### config.mk
export PLATFORM = sky130hd
export DESIGN_NAME = sdram_access_arb
export DESIGN_NICKNAME = d
export VERILOG_FILES = /design/src/rtl/sarb_pkg.sv /design/src/rtl/sarb_video_pick.sv /design/src/rtl/sarb_rfsh_stagger.sv /design/src/rtl/sdram_access_arb.sv
export SDC_FILE = /design/constraint.sdc
export NUM_CORES = 1
export LEC_CHECK = 0
export ABC_AREA = 0
export CAP_MARGIN = 20
export CORE_ASPECT_RATIO = 1.4
export CORE_UTILIZATION = 27
export DETAILED_ROUTE_END_ITERATION = 16
export GPL_TIMING_DRIVEN = 0
export PLACE_DENSITY_LB_ADDON = 0.15
export SYNTH_ARGS = -nofsm -noshare
export SYNTH_HDL_FRONTEND = slang
export SYNTH_HIERARCHICAL = 1
export SYNTH_SLANG_ARGS = --single-unit
### constraint.sdc
create_clock -name clk -period 1.4 [get_ports clk]
set_input_delay 0.28 -clock clk [delete_from_list [all_inputs] [get_ports clk]]
set_output_delay 0.28 -clock clk [all_outputs]
set_load 0.05 [all_outputs]
### src/rtl/sarb_pkg.sv
package sarb_pkg;

    typedef enum logic [2:0] {
        OWN_NONE = 3'd0,
        OWN_LCD  = 3'd1,
        OWN_VGA  = 3'd2,
        OWN_RFSH = 3'd3,
        OWN_HOST = 3'd4
    } owner_e;

    typedef struct packed {
        owner_e owner;        // current holder of the SDRAM
        logic   wr;           // main-bus grant is a write
        logic   served_pref;  // last display grant went to the favoured engine
        logic   rfsh_pend;    // refresh request waiting for service
    } arb_state_t;

endpackage

### src/rtl/sarb_video_pick.sv
module sarb_video_pick (
    input  logic lcd_req,
    input  logic vga_req,
    input  logic prefer_vga,
    input  logic served_pref_q,
    output logic pick_valid,
    output logic pick_vga,
    output logic pick_pref
);
    logic pref_req;
    logic other_req;

    always_comb begin
        pref_req   = prefer_vga ? vga_req : lcd_req;
        other_req  = prefer_vga ? lcd_req : vga_req;
        pick_valid = lcd_req | vga_req;
        // On a tie, the favoured engine wins unless it had the last turn
        if (pref_req && other_req) begin
            pick_pref = ~served_pref_q;
        end else begin
            pick_pref = pref_req;
        end
        pick_vga = pick_pref ? prefer_vga : ~prefer_vga;
    end
endmodule

### src/rtl/sarb_rfsh_stagger.sv
module sarb_rfsh_stagger #(
    parameter int NUM_DEV = 4
) (
    input  logic               clk,
    input  logic               rst_n,
    input  logic               active,
    output logic [NUM_DEV-1:0] dev,
    output logic               last
);
    localparam int CW = (NUM_DEV > 1) ? $clog2(NUM_DEV) : 1;

    logic [CW-1:0] cnt_d, cnt_q;

    always_comb begin
        last  = active && (cnt_q == CW'(NUM_DEV - 1));
        dev   = active ? (NUM_DEV'(1) << cnt_q) : '0;
        cnt_d = '0;
        if (active && !last) begin
            cnt_d = cnt_q + CW'(1);
        end
    end

    always_ff @(posedge clk) begin
        if (!rst_n) begin
            cnt_q <= '0;
        end else begin
            cnt_q <= cnt_d;
        end
    end

    a_r9_dev_onehot: assert property (@(posedge clk) disable iff (!rst_n)
        $onehot0(dev));

    a_r9_dev_walk: assert property (@(posedge clk) disable iff (!rst_n)
        (active && !last) |=> (dev == ($past(dev) << 1)));

    a_r9_dev_idle: assert property (@(posedge clk) disable iff (!rst_n)
        !active |-> (dev == '0));
endmodule

### src/rtl/sdram_access_arb.sv
module sdram_access_arb
    import sarb_pkg::*;
#(
    parameter int VID_BEATS  = 16,
    parameter int HOST_BEATS = 8,
    parameter int NUM_DEV    = 4,
    localparam int BEAT_W    = $clog2(VID_BEATS + 1)
) (
    input  logic               clk,
    input  logic               rst_n,
    input  logic               lcd_req,
    input  logic               vga_req,
    input  logic               rfsh_req,
    input  logic               host_req,
    input  logic               host_write,
    input  logic               prefer_vga,
    input  logic               xfer_done,
    output logic               grant_lcd,
    output logic               grant_vga,
    output logic               grant_rfsh,
    output logic               grant_host,
    output logic               grant_write,
    output logic [BEAT_W-1:0]  burst_beats,
    output logic [NUM_DEV-1:0] rfsh_dev
);
    arb_state_t st_d, st_q;

    logic pick_valid, pick_vga, pick_pref;
    logic rfsh_last;
    logic rfsh_any;

    sarb_video_pick i_pick (
        .lcd_req       (lcd_req),
        .vga_req       (vga_req),
        .prefer_vga    (prefer_vga),
        .served_pref_q (st_q.served_pref),
        .pick_valid    (pick_valid),
        .pick_vga      (pick_vga),
        .pick_pref     (pick_pref)
    );

    sarb_rfsh_stagger #(.NUM_DEV(NUM_DEV)) i_stagger (
        .clk    (clk),
        .rst_n  (rst_n),
        .active (grant_rfsh),
        .dev    (rfsh_dev),
        .last   (rfsh_last)
    );

    always_comb begin
        st_d           = st_q;
        rfsh_any       = st_q.rfsh_pend | rfsh_req;
        st_d.rfsh_pend = rfsh_any;
        case (st_q.owner)
            OWN_NONE: begin
                if (pick_valid) begin
                    st_d.owner       = pick_vga ? OWN_VGA : OWN_LCD;
                    st_d.wr          = 1'b0;
                    st_d.served_pref = pick_pref;
                end else if (rfsh_any) begin
                    st_d.owner     = OWN_RFSH;
                    st_d.wr        = 1'b0;
                    st_d.rfsh_pend = 1'b0;
                end else if (host_req) begin
                    st_d.owner = OWN_HOST;
                    st_d.wr    = host_write;
                end
            end
            OWN_LCD, OWN_VGA, OWN_HOST: begin
                if (xfer_done) begin
                    st_d.owner = OWN_NONE;
                    st_d.wr    = 1'b0;
                end
            end
            OWN_RFSH: begin
                if (rfsh_last) begin
                    st_d.owner = OWN_NONE;
                end
            end
            default: begin
                st_d.owner = OWN_NONE;
                st_d.wr    = 1'b0;
            end
        endcase
    end

    always_ff @(posedge clk) begin
        if (!rst_n) begin
            st_q <= '{owner: OWN_NONE, wr: 1'b0, served_pref: 1'b0, rfsh_pend: 1'b0};
        end else begin
            st_q <= st_d;
        end
    end

    always_comb begin
        grant_lcd   = (st_q.owner == OWN_LCD);
        grant_vga   = (st_q.owner == OWN_VGA);
        grant_rfsh  = (st_q.owner == OWN_RFSH);
        grant_host  = (st_q.owner == OWN_HOST);
        grant_write = st_q.wr;
        if (grant_lcd || grant_vga) begin
            burst_beats = BEAT_W'(VID_BEATS);
        end else if (grant_host) begin
            burst_beats = BEAT_W'(HOST_BEATS);
        end else begin
            burst_beats = '0;
        end
    end

    a_r2_onehot: assert property (@(posedge clk) disable iff (!rst_n)
        $onehot0({grant_lcd, grant_vga, grant_rfsh, grant_host}));

    a_r2_from_idle: assert property (@(posedge clk) disable iff (!rst_n)
        ($rose(grant_lcd) || $rose(grant_vga) || $rose(grant_host) || $rose(grant_rfsh))
        |-> $past({grant_lcd, grant_vga, grant_rfsh, grant_host} == 4'b0000));

    a_r7_hold: assert property (@(posedge clk) disable iff (!rst_n)
        ((grant_lcd || grant_vga || grant_host) && !xfer_done)
        |=> $stable({grant_lcd, grant_vga, grant_host}));

    a_r8_release: assert property (@(posedge clk) disable iff (!rst_n)
        ((grant_lcd || grant_vga || grant_host) && xfer_done)
        |=> ({grant_lcd, grant_vga, grant_rfsh, grant_host} == 4'b0000));

    a_r9_self_release: assert property (@(posedge clk) disable iff (!rst_n)
        (grant_rfsh && rfsh_dev[NUM_DEV-1]) |=> !grant_rfsh);

    a_r11_write_host: assert property (@(posedge clk) disable iff (!rst_n)
        grant_write |-> grant_host);
endmodule

=== After elaboration in Yosys (flattened, before gate mapping) ===
Cells that the tools add are included.

* Muxes and demuxes: 17
* Bitwise gates (word level): 5
* Equal/unequal tests: 8
* Shift operators: 1
* $add $sub $neg: 1
* Reduce and logical (&&, ||, !) cells: 11

{| class="wikitable"
|+ Operator list
! cell !! number
|-
| $mux W4 || 6
|-
| $pmux W3 S3 || 1
|-
| $eq A3 B2 Y1 const B || 2
|-
| $mux W1 || 6
|-
| $reduce_and A3 Y1 || 2
|-
| $mux W5 || 1
|-
| $ne A2 B2 Y1 const B || 2
|-
| $ne A4 B3 Y1 const B || 1
|-
| $reduce_and A2 Y1 || 2
|-
| $shl A1 B2 Y4 const A || 1
|-
| $eq A3 B1 Y1 const B || 1
|-
| $eq A3 B3 Y1 const B || 1
|-
| $logic_and A1 B1 Y1 || 3
|-
| $logic_not A3 Y1 || 1
|-
| $mux W3 || 1
|-
| $not A1 Y1 || 3
|-
| $pmux W1 S3 || 1
|-
| $reduce_or A3 Y1 || 1
|-
| $add A2 B1 Y2 const B || 1
|-
| $eq A2 B2 Y1 const B || 1
|-
| $mux W2 || 1
|-
| $or A1 B1 Y1 || 2
|-
| $logic_not A1 Y1 || 1
|-
| $logic_or A1 B1 Y1 || 1
|}

* Register bits after elaboration: 8
* Word-level logic and storage cells: 48
* Output and inout port bits: 14
* Input bits: 9

=== Longest topological paths before layout ===
* Word-level depth: 7
* Gate-level depth with buffers: 6
* Gate-level depth less buffers: 5

=== By module ===
Netlist, hierarchy kept.

{| class="wikitable"
|+ Modules (own cells, without submodules)
! module !! times used !! seq. area each (um2) !! cells an instance !! area an instance (um2)
|-
| sdram_access_arb || 1 || 120.1 || 49 || 425.4
|-
| sarb_rfsh_stagger || 1 || 40.0 || 15 || 158.9
|-
| sarb_video_pick || 1 || 0.0 || 6 || 48.8
|}

=== Worst setup path before layout ===
No wires, ideal clock.

* Path kind: flip-flop to output port
* From: reg st_q[3] (netlist name)
* To: out burst_beats[4]
* Required time: 1120 ps
* Setup slack: -1016 ps
* Stages on the path, launching flop included: 4
* Buffers on the path: 1
* Arrival time: 2136 ps
* Cell sequence: dfxtp_1 -> buf_2 -> nor3b_1 -> or2_2

* Cells in the longest elaborated chain, start to end: 3
* Elaborated cells between the ends (all ways): 4
* Those cells by class: eq/ne (2); mux (1); reduce/logical (1)

{| class="wikitable"
|+ RTL lines
! item !! RTL line !! text
|-
| start: declaration || sdram_access_arb.sv:26 || <nowiki>arb_state_t st_d, st_q;</nowiki>
|-
| start signal: assignment || sdram_access_arb.sv:89 || <nowiki>st_q <= '{owner: OWN_NONE, wr: 1'b0, served_pref: 1'b0, rfsh_pend: 1'b0};</nowiki>
|-
| start signal: assignment || sdram_access_arb.sv:91 || <nowiki>st_q <= st_d;</nowiki>
|-
| $eq A3 B1 Y1 || sdram_access_arb.sv:96 || <nowiki>grant_lcd = (st_q.owner == OWN_LCD);</nowiki>
|-
| via grant_lcd || sdram_access_arb.sv:18 || <nowiki>output logic grant_lcd,</nowiki>
|-
| $logic_or A1 B1 Y1 || sdram_access_arb.sv:101 || <nowiki>if (grant_lcd || grant_vga) begin</nowiki>
|-
| $mux W5 || sdram_access_arb.sv:101 ||
|-
| end: declaration || sdram_access_arb.sv:23 || <nowiki>output logic [BEAT_W-1:0] burst_beats,</nowiki>
|}

The timed path passes the listed nets, and every way through them passes these cells.

=== Final worst setup path ===
* From: reg st_q[4] (netlist name)
* To: out rfsh_dev[3]

* Cells in the longest elaborated chain, start to end: 2

{| class="wikitable"
|+ RTL lines
! item !! RTL line !! text
|-
| $eq A3 B2 Y1 || sdram_access_arb.sv:98 || <nowiki>grant_rfsh = (st_q.owner == OWN_RFSH);</nowiki>
|-
| $mux W4 || sarb_rfsh_stagger.sv:16 || <nowiki>dev = active ? (NUM_DEV'(1) << cnt_q) : '0;</nowiki>
|-
| end: declaration || sdram_access_arb.sv:24 || <nowiki>output logic [NUM_DEV-1:0] rfsh_dev</nowiki>
|}

No other way between the ends.

==> summary.md <==
| Metric | Value |
|---|---|
| Clock Tree Root | `clkbuf_4` |
| Status | `finished, violations left` |
| Crit end category | `output pin` |
| Hold path depth | `2` |
| Placement row count | `20` |
| Int Pwr | `639.3 uW` |
| Flop pwr share | `0.264` |
| First-pass GRT wire length | `around 2200 um` |
| Hold-fix buffers at CTS | `0` |
| Final setup viols | `12` |
| Fin worst setup slack | `-0.2150 ns` |
| Worst-path clk slew | `0.06 ns` |
| CTS Buf Count | `3` |
| Fmax | `slightly above 600 MHz` |
| Share of layout cells above drive strength 1 | `0.5327` |
| Crit path kind | `flop to output pin` |
| CP Max Fanout | `3` |
| Die W | `42.93 um` |
| Vias in the first global route | `567` |
| DP Wirelength | `888.4 um` |
| Period minus WS final | `1.615 ns` |
| CP max-delay cell | `dfxtp_2` |
| Post-synthesis cell count | `70` |
| Clock Latency Late Sink | `about 0.26 ns` |
| Total congestion overflow | `0` |
| NetSw | `393.3 uW` |
| Starting Density | `0.2875` |
| Die area | `~2500 um^2` |
| Die H | `59.30 um` |
| DRT iter0 DRCs | `2` |
| Area growth syn-to-layout | `77.87%` |
| R2r startpoint | `st_q[4]` |
| Distinct cell type count after synthesis | `35` |
| Failing checks | `setup timing` |
| Switching share of power | `0.3809` |
| Asr flop ratio synth | `0` |
| Reg-to-Reg End | `st_q[5]` |
| HP Start | `grant_write` |
| Via-per-instance ratio | `4.651` |
| Flops & latches, synth | `8` |
| Syn Area/Cell | `9.044 um^2` |
| Top_reg_cell synth | `dfxtp_1` |
| Worst setup SP type | `flop` |
| Maximum vdd drop | `0.0003955 V` |
| Final slew viol count | `0` |
| Synth warn | `6` |
| Sequential-to-total area share from yosys stat | `0.2530` |
| Initial antenna violation count | `0` |
| Critical Path AT | `1.34 ns` |
| Vias | `600` |
| Clock share of power | `0.175` |
| Max Buffers Root-to-Sink | `2` |
| LEAKAGE | `0.0004893 uW` |
| Pwr Density | `917.0 nW/um^2` |
| Antenna Cells | `0` |
| Gpl congestion | `0.6950` |
| WL final | `1342 um` |
| Port-buffer cells | `19` |
| RSZ-0062 raised after global routing | `true` |
| Final Hold Viols | `0` |
| Design area | `1126 um^2` |
| Crit-path cells | `nand3b_1, clkinvlp_4, and2_4, buf_8, buf_8` |
| R2R Setup Slk | `-0.05 ns` |
| Place WS | `-0.7549 ns` |
| Crit-path most repeated cell | `buf_8` |
| Worst clock skew | `0.007969 ns` |
| Post-synth EDFFs | `0` |
| Area of the mapped netlist | `633.1 um^2` |
| DR pass1 iterations | `2` |
| Core footprint | `2202 um^2` |
| CTS sink count | `8` |
| Worst hold path class | `flop to flop` |
| Comb power frac | `0.561` |
| Routed len/inst | `around 10 um` |
| DRT antenna net count | `0` |
| Drt drc | `0` |
| Setup_tns | `-1.226 ns` |
| Slowest Stage Delay on Critical Path | `0.34 ns` |
| Fin crit share | `1.154` |
| Global Route Usage Sum | `0.1160` |
| I/O pin total | `23` |
| Largest net degree at the start of global routing | `10` |
| R2R cell count | `6` |
| Critical Path RT | `~1.1 ns` |
| TritonCTS clock tree | `done` |
| Hold endpoint | `grant_write` |
| Placed Area | `898.4 um^2` |
| CTS H-tree depth | `1` |
| Final nets | `around 120` |
| Max-cap violation count | `0` |
[cell families after synthesis]
family,count (synthesis),synth area share
and+or+nand+nor,26,0.2925
DFF,8,0.2530
xor gates and xnor gates,2,0.02767
AOI/OAI and AO/OA,13,0.1719
other,1,0.005923
adders and majority gates,4,0.07905
buffers and inverters,14,0.1383
muxes,2,0.03162
[through the flow]
stage | instances | power (uW) | utilization | hold slack (ns)
after floorplan | 72 | 584.4 | - | 0.4330
after global placement | 113 | 689.5 | 0.4080 | 0.4587
after detailed placement | 113 | 692.3 | 0.4080 | 0.4629
after CTS | 129 | 1038 | 0.5034 | 0.4682
after global routing | 129 | 1100 | 0.5114 | 0.4904
final | 129 | 1033 | 0.5114 | 0.4632
[power groups by stage]
| stage | combinational [uW] | clock, uW | sequential, uW |
|---|---|---|---|
| 2_1_floorplan | 318 | 0 | 266 |
| 6_report | 579 | 181 | 273 |
| 3_5_place_dp | 425 | 0 | 267 |
| 4_1_cts | 581 | 191 | 266 |
| 3_3_place_gp | 424 | 0 | 266 |
| 5_1_grt | 617 | 206 | 277 |
[worst max-delay path by stage]
stage / endpoint / cells past startpoint / slack (ns) / start
CTS: rfsh_dev[3] / 6 / -0.28 / st_q[5]
global route: rfsh_dev[3] / 5 / -0.26 / st_q[4]
global placement: rfsh_dev[3] / 6 / -0.77 / st_q[5]
detailed placement: rfsh_dev[3] / 6 / -0.75 / st_q[5]
finish: rfsh_dev[3] / 5 / -0.22 / st_q[4]
floorplan: burst_beats[4] / 3 / -0.43 / st_q[3]
[per-layer routing]
layer	vias to the layer above	GRT usage	wire length [um]
met3	2	0.01829	38
met2	11	0.2035	744
met1	276	0.1306	542
met4	0	0.06696	16
met5	-	0	0
li1	311	-	-
[critical path, delay by kind of cell, from the launching register on]
| family | cells | cell delay (ns) |
|---|---|---|
| buffers and inverters | 3 | 0.40 |
| flip-flops | 1 | 0.34 |
| AND/OR/NAND/NOR | 2 | 0.34 |
[cell usage in the layout (no fill, tap or decap), types with 2 or more instances in the layout]
cell / n
nand3b_1: 2
and2_4: 4
dfxtp_1: 5
dlygate4sd2_1: 2
buf_12: 2
clkdlybuf4s50_1: 6
conb_1: 3
nor3b_4: 3
nand2_1: 4
or2_4: 2
nand3_1: 2
clkbuf_4: 3
a21oi_1: 3
buf_6: 8
buf_4: 13
ha_1: 4
dfxtp_2: 3
a31o_1: 2
nor3_4: 2
inv_1: 5
buf_8: 7
mux2i_1: 2
o21ai_0: 2
[timing repair]
item | 4_1_cts | 5_1_grt
setup endpoints to repair | 15 | 16
gates resized for setup | 89 | 8
pin swaps | 12 | 7
setup buffers | 13 | 3
endpoints found under the hold margin | 0 | 0
[registers in the layout, indices dropped and copies added (netlist names)]
| register | cells |
|---|---|
| grant_write | 1 |
| i_stagger/cnt_q | 2 |
| st_q | 5 |
[synthesized netlist by cell type (2+ instances only)]
cell type / count / area share
xor2_1: 2 / 0.028
nor3b_1: 4 / 0.047
ha_1: 4 / 0.079
buf_4: 4 / 0.047
o21ai_0: 2 / 0.016
a31o_1: 2 / 0.028
dfxtp_1: 8 / 0.25
nand2_1: 4 / 0.024
nand3_1: 2 / 0.016
inv_1: 6 / 0.036
nand3b_1: 2 / 0.024
mux2i_1: 2 / 0.032
a21oi_1: 3 / 0.024
and2_2: 4 / 0.047
[layout make-up]
cell class	instances	area [um^2]
fillers	206	1076
multi-input cells	50	466.7
repair buffers	35	377.9
flip-flops and latches	8	163.9
plain buffers	5	41.29
well taps	22	27.53
inverters	6	26.28
clock buffers	3	22.52
(Power assumes the default switching activity.)
